===== src/rtl/ddr_init_pkg.sv =====
package ddr_init_pkg;
  typedef enum logic [2:0] {
    CMD_NOP, CMD_PRE, CMD_EMRS, CMD_MRS_RST, CMD_MRS_RUN, CMD_REF
  } cmdSel_e;

  typedef enum logic [2:0] {
    LD_NONE, LD_PWR, LD_RP, LD_MRD, LD_RFC
  } loadSel_e;

  typedef struct packed {
    cmdSel_e  cmd;
    loadSel_e load;
    logic     ckeOn;
    logic     lockStart;
    logic     setDone;
  } strobe_t;

  localparam logic [3:0] PIN_NOP = 4'b0111;
  localparam logic [3:0] PIN_PRE = 4'b0010;
  localparam logic [3:0] PIN_MRS = 4'b0000;
  localparam logic [3:0] PIN_REF = 4'b0001;
endpackage


===== src/rtl/ddr_init_ctrl.sv =====
module ddr_init_ctrl
  import ddr_init_pkg::*;
(
  input  logic    clk,
  input  logic    rstN,
  input  logic    pwrStable,
  input  logic    cntLast,
  input  logic    lockDone,
  output strobe_t strobe
);
  typedef enum logic [4:0] {
    S_IDLE, S_PWR, S_CKE, S_PRE1, S_W1, S_EMRS, S_W2, S_MRS1, S_W3,
    S_PRE2, S_W4, S_REF1, S_W5, S_REF2, S_W6, S_MRS2, S_W7, S_LOCK, S_DONE
  } state_e;

  state_e state, nextState;

  always_ff @(posedge clk) begin
    if (!rstN) state <= S_IDLE;
    else       state <= nextState;
  end

  always_comb begin
    nextState = state;
    strobe    = '{cmd: CMD_NOP, load: LD_NONE, ckeOn: 1'b0,
                  lockStart: 1'b0, setDone: 1'b0};
    case (state)
      S_IDLE: if (pwrStable) begin strobe.load = LD_PWR; nextState = S_PWR; end
      S_PWR:  if (cntLast) nextState = S_CKE;
      S_CKE:  begin strobe.ckeOn = 1'b1; nextState = S_PRE1; end
      S_PRE1: begin strobe.cmd = CMD_PRE; strobe.load = LD_RP; nextState = S_W1; end
      S_W1:   if (cntLast) nextState = S_EMRS;
      S_EMRS: begin strobe.cmd = CMD_EMRS; strobe.load = LD_MRD; nextState = S_W2; end
      S_W2:   if (cntLast) nextState = S_MRS1;
      S_MRS1: begin
        strobe.cmd = CMD_MRS_RST; strobe.load = LD_MRD;
        strobe.lockStart = 1'b1; nextState = S_W3;
      end
      S_W3:   if (cntLast) nextState = S_PRE2;
      S_PRE2: begin strobe.cmd = CMD_PRE; strobe.load = LD_RP; nextState = S_W4; end
      S_W4:   if (cntLast) nextState = S_REF1;
      S_REF1: begin strobe.cmd = CMD_REF; strobe.load = LD_RFC; nextState = S_W5; end
      S_W5:   if (cntLast) nextState = S_REF2;
      S_REF2: begin strobe.cmd = CMD_REF; strobe.load = LD_RFC; nextState = S_W6; end
      S_W6:   if (cntLast) nextState = S_MRS2;
      S_MRS2: begin strobe.cmd = CMD_MRS_RUN; strobe.load = LD_MRD; nextState = S_W7; end
      S_W7:   if (cntLast) nextState = S_LOCK;
      S_LOCK: if (lockDone) nextState = S_DONE;
      S_DONE: strobe.setDone = 1'b1;
      default: nextState = S_IDLE;
    endcase
  end

  // the block only finishes once the DLL lock window has elapsed
  p_lock_gate_r7: assert property (@(posedge clk) disable iff (!rstN)
    (state == S_DONE) |-> lockDone);

  // once finished the controller never leaves the done state
  p_done_sticky_r8: assert property (@(posedge clk) disable iff (!rstN)
    (state == S_DONE) |=> (state == S_DONE));
endmodule


===== src/rtl/ddr_init_dp.sv =====
module ddr_init_dp
  import ddr_init_pkg::*;
#(
  parameter int ADDR_W       = 13,
  parameter int PWR_CYC      = 40000,
  parameter int T_RP         = 3,
  parameter int T_MRD        = 2,
  parameter int T_RFC        = 15,
  parameter int DLL_LOCK     = 200,
  parameter int DLL_RST_BIT  = 8,
  parameter int PALL_BIT     = 10,
  parameter logic [ADDR_W-1:0] EXT_MODE_VAL = '0,
  parameter logic [ADDR_W-1:0] MODE_VAL     = '0
) (
  input  logic              clk,
  input  logic              rstN,
  input  strobe_t           strobe,
  output logic              cntLast,
  output logic              lockDone,
  output logic              memCke,
  output logic [3:0]        cmdPins,
  output logic [1:0]        memBa,
  output logic [ADDR_W-1:0] memAddr,
  output logic              initDone
);
  localparam int MAX_GAP = (PWR_CYC > T_RFC) ? PWR_CYC : T_RFC;
  localparam int CNT_W   = $clog2(MAX_GAP + 1);
  localparam int LOCK_W  = $clog2(DLL_LOCK + 1);
  localparam logic [ADDR_W-1:0] RST_MASK = ADDR_W'(1) << DLL_RST_BIT;
  localparam logic [ADDR_W-1:0] PALL_A   = ADDR_W'(1) << PALL_BIT;

  logic [CNT_W-1:0]  gapCnt;
  logic [LOCK_W-1:0] lockCnt;
  logic [CNT_W-1:0]  loadVal;

  always_comb begin
    case (strobe.load)
      LD_PWR:  loadVal = CNT_W'(PWR_CYC - 1);
      LD_RP:   loadVal = CNT_W'(T_RP - 1);
      LD_MRD:  loadVal = CNT_W'(T_MRD - 1);
      LD_RFC:  loadVal = CNT_W'(T_RFC - 1);
      default: loadVal = '0;
    endcase
  end

  always_ff @(posedge clk) begin
    if (!rstN)                      gapCnt <= '0;
    else if (strobe.load != LD_NONE) gapCnt <= loadVal;
    else if (gapCnt != '0)          gapCnt <= gapCnt - 1'b1;
  end
  assign cntLast = (gapCnt <= CNT_W'(1));

  always_ff @(posedge clk) begin
    if (!rstN)                                     lockCnt <= '0;
    else if (strobe.lockStart)                     lockCnt <= LOCK_W'(1);
    else if (lockCnt != '0 && !lockDone)           lockCnt <= lockCnt + 1'b1;
  end
  assign lockDone = (lockCnt >= LOCK_W'(DLL_LOCK));

  always_ff @(posedge clk) begin
    if (!rstN) begin
      memCke   <= 1'b0;
      cmdPins  <= PIN_NOP;
      memBa    <= 2'b00;
      memAddr  <= '0;
      initDone <= 1'b0;
    end else begin
      if (strobe.ckeOn)   memCke   <= 1'b1;
      if (strobe.setDone) initDone <= 1'b1;
      case (strobe.cmd)
        CMD_PRE:     begin cmdPins <= PIN_PRE; memBa <= 2'b00; memAddr <= PALL_A; end
        CMD_EMRS:    begin cmdPins <= PIN_MRS; memBa <= 2'b01; memAddr <= EXT_MODE_VAL; end
        CMD_MRS_RST: begin cmdPins <= PIN_MRS; memBa <= 2'b00; memAddr <= MODE_VAL | RST_MASK; end
        CMD_MRS_RUN: begin cmdPins <= PIN_MRS; memBa <= 2'b00; memAddr <= MODE_VAL & ~RST_MASK; end
        CMD_REF:     begin cmdPins <= PIN_REF; memBa <= 2'b00; memAddr <= '0; end
        default:     begin cmdPins <= PIN_NOP; memBa <= 2'b00; memAddr <= '0; end
      endcase
    end
  end

  // clock enable never falls once raised
  p_cke_hold_r2: assert property (@(posedge clk) disable iff (!rstN)
    memCke |=> memCke);
  // nothing but NOP while clock enable is low
  p_nop_when_cke_low_r9: assert property (@(posedge clk) disable iff (!rstN)
    !memCke |-> (cmdPins == PIN_NOP));
  // done is sticky and the bus is quiet after it
  p_done_hold_r8: assert property (@(posedge clk) disable iff (!rstN)
    initDone |=> initDone);
  p_done_quiet_r8: assert property (@(posedge clk) disable iff (!rstN)
    initDone |-> (cmdPins == PIN_NOP && memCke));
  // done rises only after the lock window
  p_done_after_lock_r7: assert property (@(posedge clk) disable iff (!rstN)
    $rose(initDone) |-> lockDone);
endmodule


===== src/rtl/ddr_init_seq.sv =====
module ddr_init_seq
  import ddr_init_pkg::*;
#(
  parameter int ADDR_W      = 13,
  parameter int CLK_MHZ     = 200,
  parameter int PWR_US      = 200,
  parameter bit SIM_MODE    = 1'b0,
  parameter int SIM_PWR_CYC = 20,
  parameter int T_RP        = 3,
  parameter int T_MRD       = 2,
  parameter int T_RFC       = 15,
  parameter int DLL_LOCK    = 200,
  parameter int DLL_RST_BIT = 8,
  parameter logic [ADDR_W-1:0] EXT_MODE_VAL = '0,
  parameter logic [ADDR_W-1:0] MODE_VAL     = ADDR_W'(13'h0062)
) (
  input  logic              clk,
  input  logic              rstN,
  input  logic              pwrStable,
  output logic              memCke,
  output logic              memCsN,
  output logic              memRasN,
  output logic              memCasN,
  output logic              memWeN,
  output logic [1:0]        memBa,
  output logic [ADDR_W-1:0] memAddr,
  output logic              initDone
);
  localparam int PWR_CYC = SIM_MODE ? SIM_PWR_CYC : PWR_US * CLK_MHZ;

  strobe_t    strobe;
  logic       cntLast, lockDone;
  logic [3:0] cmdPins;

  ddr_init_ctrl u_ctrl (
    .clk(clk), .rstN(rstN), .pwrStable(pwrStable),
    .cntLast(cntLast), .lockDone(lockDone), .strobe(strobe)
  );

  ddr_init_dp #(
    .ADDR_W(ADDR_W), .PWR_CYC(PWR_CYC), .T_RP(T_RP), .T_MRD(T_MRD),
    .T_RFC(T_RFC), .DLL_LOCK(DLL_LOCK), .DLL_RST_BIT(DLL_RST_BIT),
    .PALL_BIT(10), .EXT_MODE_VAL(EXT_MODE_VAL), .MODE_VAL(MODE_VAL)
  ) u_dp (
    .clk(clk), .rstN(rstN), .strobe(strobe), .cntLast(cntLast),
    .lockDone(lockDone), .memCke(memCke), .cmdPins(cmdPins),
    .memBa(memBa), .memAddr(memAddr), .initDone(initDone)
  );

  assign {memCsN, memRasN, memCasN, memWeN} = cmdPins;
endmodule


===== config.mk =====
export PLATFORM = sky130hd
export DESIGN_NAME = ddr_init_seq
export DESIGN_NICKNAME = d
export VERILOG_FILES = /design/src/rtl/ddr_init_pkg.sv /design/src/rtl/ddr_init_ctrl.sv /design/src/rtl/ddr_init_dp.sv /design/src/rtl/ddr_init_seq.sv
export SDC_FILE = /design/constraint.sdc
export NUM_CORES = 1
export LEC_CHECK = 0
export ABC_CLOCK_PERIOD_IN_PS = 2200
export BUFFER_PORTS_ARGS = -buffer_cell sky130_fd_sc_hd__buf_2
export CAP_MARGIN = 10
export CORE_ASPECT_RATIO = 1.5
export CORE_MARGIN = 5
export CORE_UTILIZATION = 45
export CTS_BUF_LIST = sky130_fd_sc_hd__clkbuf_16
export DETAILED_ROUTE_END_ITERATION = 8
export PLACE_DENSITY = 0.72
export REMOVE_ABC_BUFFERS = 1
export SLEW_MARGIN = 20
export SYNTH_ARGS = -nofsm -noshare
export SYNTH_HDL_FRONTEND = slang
export SYNTH_HIERARCHICAL = 1
export SYNTH_SLANG_ARGS = --single-unit

===== constraint.sdc =====
create_clock -name clk -period 2.2 [get_ports clk]
set_input_delay 0 -clock clk [delete_from_list [all_inputs] [get_ports clk]]
set_output_delay 0 -clock clk [all_outputs]
set_load 0.01 [all_outputs]

==> flow_summary_export.csv <==
group,metric,value,unit
synth,synthAdderAreaFrac,0.02767,
placement,globalplace.congestion,0.8228,
setup_path,arrival,2250,ps
layout,num-fill-cells,454,
setup_path,r2r_slack,160,ps
min_path,holdPathEnd,"u_dp/cmdPins[0]",
setup_path,r2r-end,"u_dp/gapCnt[14]",
global_routing,grt_pass1_wl,7817,um
setup_path,critPathKind,"reg2reg",
floorplanning,die-width,66.71,um
sta,timing.hold.ws,149.9,ps
clock_network,cts_tree,"done",
sta,post-route-worst-setup-slack,158.2,ps
clock_network,cts_sinks,38,
clock_network,htree_levels,2,
floorplanning,rows,31,
clock_network,cts-root-buf,"clkbuf_16",
placement,port_buffers,13,
global_routing,grt_max_degree,22,
synth,synth_simple_gate_area_frac,0.2974,
synth,ys_async_sr_fraction,0,
sta,setup_viol,0,
layout,drive_gt1_frac,0.1600,
min_path,hold_start,"rstN",
route,drc,0,
power,ir_drop,0.0005249,V
synth,postSynthAreaPerCell,8.480,um^2
layout,n_antenna_cell,0,
route,vias_per_cell,5.402,
synth,synth_compound_area_frac,0.1499,
setup_path,reg2regPathDepth,6,
layout,area_delta_synth_final,15.27,%
global_routing,antenna_found_initial,0,
synth,netlist_instances,256,
sta,min_period,2042,ps
route,postRouteAntennaNets,0,
sta,max_freq,0.4898,GHz
setup_path,cp.required,2410,ps
global_routing,grt_overflow,0,
setup_path,worst_setup_path_end_kind,"flip-flop",
synth,synth-edff-count,0,
clock_network,cts_inserted_buffers,5,
route,drt_iter0_drc,118,
min_path,hp-class,"in2reg",
route,routed_wl,4636,um
setup_path,rr_startpoint,"u_ctrl/state[1]",
synth,yosys_register_bits,38,
min_path,hold_depth,3,
synth,ys_types,56,
floorplanning,ios,24,
synth,yosys_warnings,6,
clock_network,post_cts_resized,0,
setup_path,start_kind,"flip-flop",
clock_network,cts_hold_buf,0,
clock_network,clk_latency,280,ps
job,drv_cap,0,
setup_path,cp_max_fo,9,
global_routing,first_global_vias,1798,
synth,synth_top_family_by_area,"simple AND/OR/NAND/NOR gates",
synth,yosysSeqAreaShare,0.3504,
layout,fin_nets,281,
placement,place_worst_setup_slack,167.9,ps
floorplanning,initial_core_util,0.4550,
floorplanning,dieArea,6342,um^2
clock_network,cts_setup_buffers,0,
synth,synthMuxAreaShare,0.02767,
global_routing,track_usage,0.1588,
route,drt_pass1_iterations,5,
sta,fin_tns_setup,0,ps
sta,slew_headroom,0.6169,
floorplanning,die_y,95.07,um
sta,hold_violations,0,
clock_network,clkTransAtPathRegs,60,ps
synth,synthesis.area,2171,um^2
sta,worst_pin_slew,569.4,ps
outcome,outcome,"finished, final reports clean",
route,wire_per_inst,13.60,um
sta,finalClockSkew,1.550,ps
sta,period_share,0.9281,
power,p_per_area,1253,nW/um^2
sta,slew_violations,0,
route,vias,1842,
floorplanning,core_area,4771,um^2
sta,rsz0062_at_grt,"false",
synth,synth_xor_area_frac,0.06859,
clock_network,clockBufferDepth,2,
synth,synth_ff_type,"dfxtp_1",
power,power.leakage,1.005,nW
placement,hpwlAfterDp,3465,um
how the worst max path moves through the flow:
stage,start,endpoint,cells after the start
2_1_floorplan,u_ctrl/state[1],u_dp/gapCnt[13],7
3_3_place_gp,u_ctrl/state[1],u_dp/gapCnt[14],6
3_5_place_dp,u_ctrl/state[1],u_dp/gapCnt[14],6
4_1_cts,u_dp/gapCnt[0],u_ctrl/state[1],9
5_1_grt,u_ctrl/state[1],u_dp/gapCnt[9],6
6_report,u_ctrl/state[1],u_dp/gapCnt[14],6
cell type report:
class	count	area [um^2]	area share
well taps	66	82.58	0.03300
clock inverters	3	63.81	0.02550
inverters	8	30.03	0.01200
multi-input cells	196	1282	0.5125
clock buffers	5	125.1	0.05000
repair buffers	25	155.1	0.06200
flip-flops and latches	38	763.2	0.3050
metal layers:
metal | share of wire | track usage | vias up
li1 | - | - | 922
met1 | 0.37 | 0.1523 | 877
met2 | 0.56 | 0.3046 | 27
met3 | 0.027 | 0.03892 | 16
met4 | 0.038 | 0.07797 | 0
met5 | 0 | 0 | -
synth_stat cells (all sizes together), types with 5 or more instances:
| cell type | n | share of area |
|---|---|---|
| a21oi | 18 | 0.043 |
| buf | 16 | 0.051 |
| clkbuf | 7 | 0.012 |
| dfxtp | 38 | 0.35 |
| inv | 8 | 0.014 |
| mux2i | 6 | 0.028 |
| nand2 | 15 | 0.026 |
| nand3 | 9 | 0.023 |
| nand4 | 5 | 0.017 |
| nor2 | 21 | 0.036 |
| nor2b | 6 | 0.017 |
| nor3 | 11 | 0.028 |
| o21ai | 10 | 0.023 |
| or3 | 6 | 0.017 |
| xnor2 | 8 | 0.032 |
| xor2 | 9 | 0.036 |
kinds of logic (layout without fill, tap and decap cells):
| family | after synthesis | after routing |
|---|---|---|
| adder cells (fa/ha/maj) | 5 | 5 |
| buffers and inverters | 31 | 41 |
| flip-flops | 38 | 38 |
| multiplexers | 6 | 6 |
| AO/OA/AOI/OAI | 50 | 50 |
| XOR/XNOR | 17 | 17 |
| other | 1 | 10 |
| AND/OR/NAND/NOR | 108 | 108 |
state kept, by name, summed over array words and instances, names as in the netlist:
name,flops
u_dp/cmdPins,3
u_dp/initDone,1
u_ctrl/state,5
u_dp/lockCnt,8
u_dp/gapCnt,16
u_dp/memAddr,3
u_dp/memBa,1
u_dp/memCke,1
cell usage in the layout, fill, tap and decap left out, types with 5 or more instances in the layout:
cell type / Yosys / routed
buf_2: 4 / 13
nor2_1: 21 / 21
nor2b_1: 6 / 6
inv_1: 8 / 8
clkbuf_16: 0 / 5
nand3_1: 8 / 8
xor2_1: 9 / 9
buf_4: 12 / 12
xnor2_1: 8 / 8
mux2i_1: 6 / 6
conb_1: 1 / 10
nand2_1: 15 / 15
nor3_1: 10 / 10
dfxtp_1: 38 / 36
a21oi_1: 17 / 17
o21ai_0: 9 / 9
or3_1: 6 / 6
metrics by stage:
| stage | instances | power, mW | area, um^2 | util |
|---|---|---|---|---|
| after floorplan | 242 | 1.832 | 2068 | - |
| after detailed placement | 333 | 2.197 | 2306 | 0.4833 |
| after global placement | 333 | 2.186 | 2306 | 0.4833 |
| after global routing | 341 | 3.347 | 2502 | 0.5245 |
| final | 341 | 3.136 | 2502 | 0.5245 |
| after CTS | 341 | 3.146 | 2495 | 0.5229 |
report_power, final:
group,switching [mW],total [mW],internal [mW]
logic,0.668,1.21,0.539
clock network,0.272,0.917,0.645
registers,0.180,1.01,0.832
worst max-delay path: stages (launching register included):
cell	delay, ps
dfxtp_1	380
nor3_1	360
a211oi_2	120
or3b_1	520
nor2_1	350
nand3b_1	120
mux2i_1	120
(Power assumes the default switching activity.)
